File: src/rtl/abf_pkg.sv
// Shared types for the angle converter bus front end.
package abf_pkg;

    // Which register an address points at.
    typedef enum logic [1:0] {
        REG_NONE   = 2'd0,
        REG_ANGLE  = 2'd1,
        REG_STATUS = 2'd2,
        REG_CTRL   = 2'd3
    } reg_kind_e;

    // Test-angle selection driven to the converters; the encoding is seen by them.
    typedef enum logic [1:0] {
        MODE_RUN   = 2'b00,
        MODE_DEG90 = 2'b01,
        MODE_DEG0  = 2'b10,
        MODE_DEG30 = 2'b11
    } test_mode_e;

    // Width of the register index taken from address bits 3..1.
    localparam int REG_SEL_W = 3;

endpackage

File: src/rtl/abf_addr_decode.sv
// Address decoder.
// Compares the upper address bits with the window base and classifies the
// word offset. The map depends on NUM_CH: angles first, then status, then
// control. Odd addresses classify as REG_NONE.
// Assumes NUM_CH + 1 < 2**REG_SEL_W.
module abf_addr_decode
    import abf_pkg::*;
#(
    parameter int              ADDR_W    = 16,
    parameter int              NUM_CH    = 4,
    parameter logic [ADDR_W-1:0] BASE_ADDR = 'h300,
    parameter int              CH_W      = 2
) (
    input  logic [ADDR_W-1:0] addr,
    output logic              hit,
    output reg_kind_e         kind,
    output logic [CH_W-1:0]   ch_idx
);
    localparam int WIN_LSB = REG_SEL_W + 1;

    logic [REG_SEL_W-1:0] reg_idx;

    assign hit     = (addr[ADDR_W-1:WIN_LSB] == BASE_ADDR[ADDR_W-1:WIN_LSB]);
    assign reg_idx = addr[REG_SEL_W:1];
    assign ch_idx  = reg_idx[CH_W-1:0];

    // Classify the word offset against the channel-count-dependent map.
    always_comb begin
        if (addr[0]) begin
            kind = REG_NONE;
        end else if (reg_idx < REG_SEL_W'(NUM_CH)) begin
            kind = REG_ANGLE;
        end else if (reg_idx == REG_SEL_W'(NUM_CH)) begin
            kind = REG_STATUS;
        end else if (reg_idx == REG_SEL_W'(NUM_CH + 1)) begin
            kind = REG_CTRL;
        end else begin
            kind = REG_NONE;
        end
    end

endmodule

File: src/rtl/abf_snapshot.sv
// Coherent angle capture.
// On start, samples the addressed channel's live word in the first cycle
// in which its busy flag is low, waiting up to RETRY_MAX further cycles.
// If the flag never drops, it returns the channel's last word seen while not
// busy. done and word are combinational so that the caller's output register
// adds exactly one cycle.
// Assumes start is only raised while idle is high and start_ch < NUM_CH.
module abf_snapshot #(
    parameter int NUM_CH    = 4,
    parameter int ANGLE_W   = 14,
    parameter int RETRY_MAX = 4,
    parameter int CH_W      = 2
) (
    input  logic                      clk,
    input  logic                      rst_n,
    input  logic                      start,
    input  logic [CH_W-1:0]           start_ch,
    input  logic [NUM_CH*ANGLE_W-1:0] cnv_angle,
    input  logic [NUM_CH-1:0]         cnv_busy,
    output logic                      idle,
    output logic                      done,
    output logic [ANGLE_W-1:0]        word
);
    localparam int CNT_W = (RETRY_MAX > 1) ? $clog2(RETRY_MAX) : 1;

    logic [ANGLE_W-1:0] live_arr  [NUM_CH];
    logic [ANGLE_W-1:0] last_good [NUM_CH];

    logic              waiting;
    logic [CH_W-1:0]   wait_ch;
    logic [CNT_W-1:0]  wait_cnt;
    logic [CH_W-1:0]   sel_ch;
    logic              busy_now;
    logic              expired;

    for (genvar g = 0; g < NUM_CH; g++) begin : g_chan
        assign live_arr[g] = cnv_angle[g*ANGLE_W +: ANGLE_W];

        // Keep the most recent complete word of this channel as the fallback.
        always_ff @(posedge clk) begin
            if (!rst_n) begin
                last_good[g] <= '0;
            end else if (!cnv_busy[g]) begin
                last_good[g] <= live_arr[g];
            end
        end
    end

    assign sel_ch   = waiting ? wait_ch : start_ch;
    assign busy_now = cnv_busy[sel_ch];
    assign expired  = waiting && (wait_cnt == CNT_W'(RETRY_MAX - 1));
    assign done     = (start || waiting) && (!busy_now || expired);
    assign word     = busy_now ? last_good[sel_ch] : live_arr[sel_ch];
    assign idle     = !waiting;

    // Track a read that is waiting for its channel to leave the busy state.
    always_ff @(posedge clk) begin
        if (!rst_n) begin
            waiting  <= 1'b0;
            wait_ch  <= '0;
            wait_cnt <= '0;
        end else if (start && busy_now) begin
            waiting  <= 1'b1;
            wait_ch  <= start_ch;
            wait_cnt <= '0;
        end else if (waiting) begin
            if (done) begin
                waiting <= 1'b0;
            end else begin
                wait_cnt <= wait_cnt + 1'b1;
            end
        end
    end

endmodule

File: src/rtl/abf_test_ctrl.sv
// Test-angle control register.
// Holds the two-bit test select; reset returns it to normal run.
module abf_test_ctrl
    import abf_pkg::*;
(
    input  logic       clk,
    input  logic       rst_n,
    input  logic       wr_en,
    input  logic [1:0] wr_code,
    output test_mode_e mode
);
    // Load a new test-angle selection on a control write.
    always_ff @(posedge clk) begin
        if (!rst_n) begin
            mode <= MODE_RUN;
        end else if (wr_en) begin
            mode <= test_mode_e'(wr_code);
        end
    end

endmodule

File: src/rtl/abf_front.sv
// Top of the angle converter bus front end.
// Decodes the I/O window, answers status and undefined reads at once and
// angle reads through the coherent capture unit, and keeps the test select.
// Every read answer is registered: bus_rd_oe pulses for one cycle with data.
// Assumes one read is in flight at a time; strobes arriving while a capture
// waits are dropped.
module abf_front
    import abf_pkg::*;
#(
    parameter int                ADDR_W    = 16,
    parameter int                DATA_W    = 16,
    parameter int                NUM_CH    = 4,
    parameter int                ANGLE_W   = 14,
    parameter int                RETRY_MAX = 4,
    parameter logic [ADDR_W-1:0] BASE_ADDR = 'h300
) (
    input  logic                      clk,
    input  logic                      rst_n,
    input  logic [ADDR_W-1:0]         bus_addr,
    input  logic                      bus_rd,
    input  logic                      bus_wr,
    input  logic [DATA_W-1:0]         bus_wdata,
    output logic [DATA_W-1:0]         bus_rdata,
    output logic                      bus_rd_oe,
    input  logic [NUM_CH*ANGLE_W-1:0] cnv_angle,
    input  logic [NUM_CH-1:0]         cnv_busy,
    input  logic [NUM_CH-1:0]         cnv_good,
    output logic [1:0]                test_sel
);
    localparam int CH_W    = (NUM_CH > 1) ? $clog2(NUM_CH) : 1;
    localparam int SHIFT   = DATA_W - ANGLE_W;
    localparam int STAT_W  = 4;

    logic               hit;
    reg_kind_e          kind;
    logic [CH_W-1:0]    ch_idx;
    logic               snap_idle;
    logic               snap_done;
    logic               snap_start;
    logic [ANGLE_W-1:0] snap_word;
    logic               imm_rd;
    logic               ctrl_wr;
    logic [STAT_W-1:0]  status_nib;
    logic [DATA_W-1:0]  imm_word;
    test_mode_e         mode;
    logic               unused_wdata_hi;

    abf_addr_decode #(
        .ADDR_W    (ADDR_W),
        .NUM_CH    (NUM_CH),
        .BASE_ADDR (BASE_ADDR),
        .CH_W      (CH_W)
    ) u_decode (
        .addr   (bus_addr),
        .hit    (hit),
        .kind   (kind),
        .ch_idx (ch_idx)
    );

    assign snap_start = bus_rd && hit && snap_idle && (kind == REG_ANGLE);
    assign imm_rd     = bus_rd && hit && snap_idle && (kind != REG_ANGLE);
    assign ctrl_wr    = bus_wr && hit && (kind == REG_CTRL);

    abf_snapshot #(
        .NUM_CH    (NUM_CH),
        .ANGLE_W   (ANGLE_W),
        .RETRY_MAX (RETRY_MAX),
        .CH_W      (CH_W)
    ) u_snap (
        .clk       (clk),
        .rst_n     (rst_n),
        .start     (snap_start),
        .start_ch  (ch_idx),
        .cnv_angle (cnv_angle),
        .cnv_busy  (cnv_busy),
        .idle      (snap_idle),
        .done      (snap_done),
        .word      (snap_word)
    );

    abf_test_ctrl u_ctrl (
        .clk     (clk),
        .rst_n   (rst_n),
        .wr_en   (ctrl_wr),
        .wr_code (bus_wdata[1:0]),
        .mode    (mode)
    );

    assign test_sel        = mode;
    assign unused_wdata_hi = ^bus_wdata[DATA_W-1:2];

    // Health flags per status bit; bits of absent channels report healthy.
    for (genvar i = 0; i < STAT_W; i++) begin : g_stat
        if (i < NUM_CH) begin : g_live
            assign status_nib[i] = cnv_good[i];
        end else begin : g_absent
            assign status_nib[i] = 1'b1;
        end
    end

    assign imm_word = (kind == REG_STATUS) ? DATA_W'(status_nib) : '0;

    // Register the read answer and its one-cycle drive enable.
    always_ff @(posedge clk) begin
        if (!rst_n) begin
            bus_rd_oe <= 1'b0;
            bus_rdata <= '0;
        end else if (snap_done) begin
            bus_rd_oe <= 1'b1;
            bus_rdata <= DATA_W'(snap_word) << SHIFT;
        end else if (imm_rd) begin
            bus_rd_oe <= 1'b1;
            bus_rdata <= imm_word;
        end else begin
            bus_rd_oe <= 1'b0;
            bus_rdata <= '0;
        end
    end

endmodule

File: config.mk
export PLATFORM = sky130hd
export DESIGN_NAME = abf_front
export DESIGN_NICKNAME = d
export VERILOG_FILES = /design/src/rtl/abf_pkg.sv /design/src/rtl/abf_addr_decode.sv /design/src/rtl/abf_snapshot.sv /design/src/rtl/abf_test_ctrl.sv /design/src/rtl/abf_front.sv
export SDC_FILE = /design/constraint.sdc
export NUM_CORES = 1
export LEC_CHECK = 0
export ABC_CLOCK_PERIOD_IN_PS = 2000
export BUFFER_PORTS_ARGS = -buffer_cell sky130_fd_sc_hd__buf_2
export CAP_MARGIN = 20
export CELL_PAD_IN_SITES_DETAIL_PLACEMENT = 2
export CELL_PAD_IN_SITES_GLOBAL_PLACEMENT = 2
export CORE_MARGIN = 4
export CORE_UTILIZATION = 31
export CTS_BUF_LIST = sky130_fd_sc_hd__clkbuf_2 sky130_fd_sc_hd__clkbuf_4 sky130_fd_sc_hd__clkbuf_8
export CTS_CLUSTER_SIZE = 12
export DETAILED_ROUTE_END_ITERATION = 12
export GPL_TIMING_DRIVEN = 0
export PLACE_DENSITY = 0.8
export SYNTH_ARGS = -nofsm -noshare
export SYNTH_HDL_FRONTEND = slang
export SYNTH_SLANG_ARGS = --single-unit
File: constraint.sdc
create_clock -name clk -period 2 [get_ports clk]
set_input_delay 0.2 -clock clk [delete_from_list [all_inputs] [get_ports clk]]
set_output_delay 0.2 -clock clk [all_outputs]
set_load 0.05 [all_outputs]
==> qor.yml <==
layout_common_cells: "buf_2, and2_1, edfxtp_1"
die-area_um2: 14100
maxCapViolations: 0
syn_area_um2: 3820
antenna_found_initial: 0
dp_cells: 532
worst-setup-path-type: "reg -> reg"
critPathMaxFanout: 5
cts_buffers: 9
period_needed_ns: 2.09
grt_first_pass_wirelength_mm: 20.3
dp_slack_ns: -0.502
ir_worst_vdd_uv: 269
portBuffers: 103
routed_wl_mm: 13.2
layoutNonFillerInstCount: 557
critPathRequiredTime_ns: 2.31
regArea_um2: 2170
hp-class: "in -> reg"
ys_ff_latch: 80
num_vias: 2850
finalHoldViolCount: 0
rsz0062_at_grt: "true"
cts-htree-levels: 3
final_common_cell: "buf_2"
grt_pass1_vias: 3484
synthCells: 282
post_drt_via_cell_ratio: 5.12
synth_cell_types: 33
root_buffer: "clkbuf_8"
track_usage_pct: 19.2
cp-end-kind: "flop"
hold_depth: 3
ctsHoldBuffers: 0
layout_worst_path_cycle_share_pct: 105
crit_arrival_ns: 2.40
max_slew_margin_pct: 47.8
dieWidth_um: 119
outcome: "finished with violations"
drc: 0
die_y_um: 119
finalClockSkew_ns: 0.00893
yosysSeqAreaShare_pct: 56.7
antenna_left: 0
drive_above_1_share_pct: 46.1
clk_latency_ns: 0.37
overflow: 0
coreArea_um2: 12000
fmax_ghz: 0.478
areaGrowthSynthToFinish_pct: 30.5
num-nets-final: 506
start_util_pct: 31.8
clockBufferDepth: 2
r2r_cells: 6
powerDensity_nw_per_um2: 754
startpoint_type: "flop"
cts_tree: "built"
first_iter_violations: 106
fin_ws_ns: -0.0903
worst_pin_slew_ns: 0.782
syn_nets: 383
violations: "negative setup slack"
dp_hpwl_mm: 8.80
io-pin-count: 119
drv_slew: 0
nFillCells: 1204
antenna_cells: 0
cts_sinks: 80
drtPass1Iterations: 4
clk_pin_slew_ns: 0.09
synth_area_per_cell_um2: 13.5
row_count: 40
routedWlPerCell_um: 23.8
ys.warnings.count: 0
multi_input_area_um2: 1680
place_congestion: 0.779
grt_max_degree: 15
setup_violations: 14
p_leak_nw: 2.02
## worst max-delay path, stage by stage, from the launching register on
cell,delay [ns]
dfxtp_4,0.41
mux2i_4,0.35
mux2i_4,0.33
mux2i_4,0.11
o41a_4,0.53
buf_12,0.18
a21oi_4,0.11
## sequential cells by signal (all words and copies together), names as in the netlist
signal	cells
bus_rd_oe	1
bus_rdata	16
u_ctrl.mode	2
u_snap.last_good	56
u_snap.wait_ch	2
u_snap.wait_cnt	2
u_snap.waiting	1
## synthesized netlist by cell type, drive strengths merged
cell type | count | area share (%)
mux4 | 28 | 17
o21a | 1 | 0.20
ha | 1 | 0.33
and3b | 1 | 0.23
or4 | 2 | 0.39
nor2b | 1 | 0.16
o31ai | 2 | 0.39
nor3 | 1 | 0.13
buf | 7 | 1.0
nand2b | 1 | 0.16
clkbuf | 8 | 0.79
or2 | 1 | 0.16
a21oi | 16 | 3.0
mux2 | 1 | 0.30
dfxtp | 24 | 13
and4 | 1 | 0.23
edfxtp | 56 | 44
and2 | 59 | 9.7
o221ai | 1 | 0.23
clkinv | 1 | 0.098
inv | 2 | 0.20
mux2i | 9 | 2.4
nor2 | 9 | 0.89
nand2 | 33 | 3.2
nand3 | 3 | 0.39
nand4 | 2 | 0.33
o21ai | 6 | 0.79
nor4b | 2 | 0.46
o41a | 1 | 0.33
nor4 | 2 | 0.33
## cell type report
type | count | share of cell area (%)
timing repair buffer | 113 | 12.4
inverter | 3 | 0.226
tap | 147 | 3.69
buffer | 14 | 2.19
sequential | 80 | 43.5
clock inverter | 7 | 1.73
clock buffer | 9 | 2.49
multi-input combinational | 184 | 33.8
## path summary, 6_finish.rpt
kind / start / to / slack, ns
worst min register to register: u_snap.wait_cnt[0] / u_snap.wait_cnt[0] / 0.51
worst max-delay path: u_snap.waiting / bus_rdata[14] / -0.09
worst min-delay path: cnv_good[3] / bus_rdata[3] / 0.04
worst max register to register: u_snap.waiting / bus_rdata[14] / -0.09
## cells by family (layout without fill, tap and decap cells)
family	count (synthesis)	after routing	synth area share, %
buffers and inverters	18	146	2.13
muxes	38	38	19.2
AOI/OAI and AO/OA	27	27	4.92
adders and majority gates	1	1	0.328
DFF	80	80	56.7
and+or+nand+nor	118	118	16.8
## repair_timing
action | CTS | global route
setup buffers | 9 | 0
pin swaps | 1 | 2
cloned | 1 | 0
gates resized for setup | 32 | 13
hold endpoints to repair | 0 | 0
setup endpoints to repair | 20 | 32
## per-stage QoR
stage	power (mW)	setup TNS, ns	util (%)	cell area [µm²]	hold WS, ns
floorplan	2.18	0	-	3820	0.315
global placement	2.36	-8.58	37.6	4520	0.401
detailed placement	2.39	-10.58	37.6	4520	0.410
CTS	3.74	-0.565	41.2	4950	0.0245
global route	3.89	-2.52	41.5	4980	0.0338
finish	3.76	-0.933	41.5	4980	0.0359
## power by group
group	internal, mW	switching [mW]	total (mW)
registers	1.87	0.0305	1.90
logic	0.242	0.267	0.509
clock network	0.693	0.654	1.35
total	2.80	0.952	3.76
## per-layer routing
metal | routed length, µm | track usage [%] | share of wire [%]
met1 | 5210 | 21.9 | 39
met2 | 7490 | 36.3 | 57
met3 | 353 | 3.04 | 2.7
met4 | 183 | 6.08 | 1.4
met5 | 0 | 0 | 0
(Power assumes the default switching activity.)
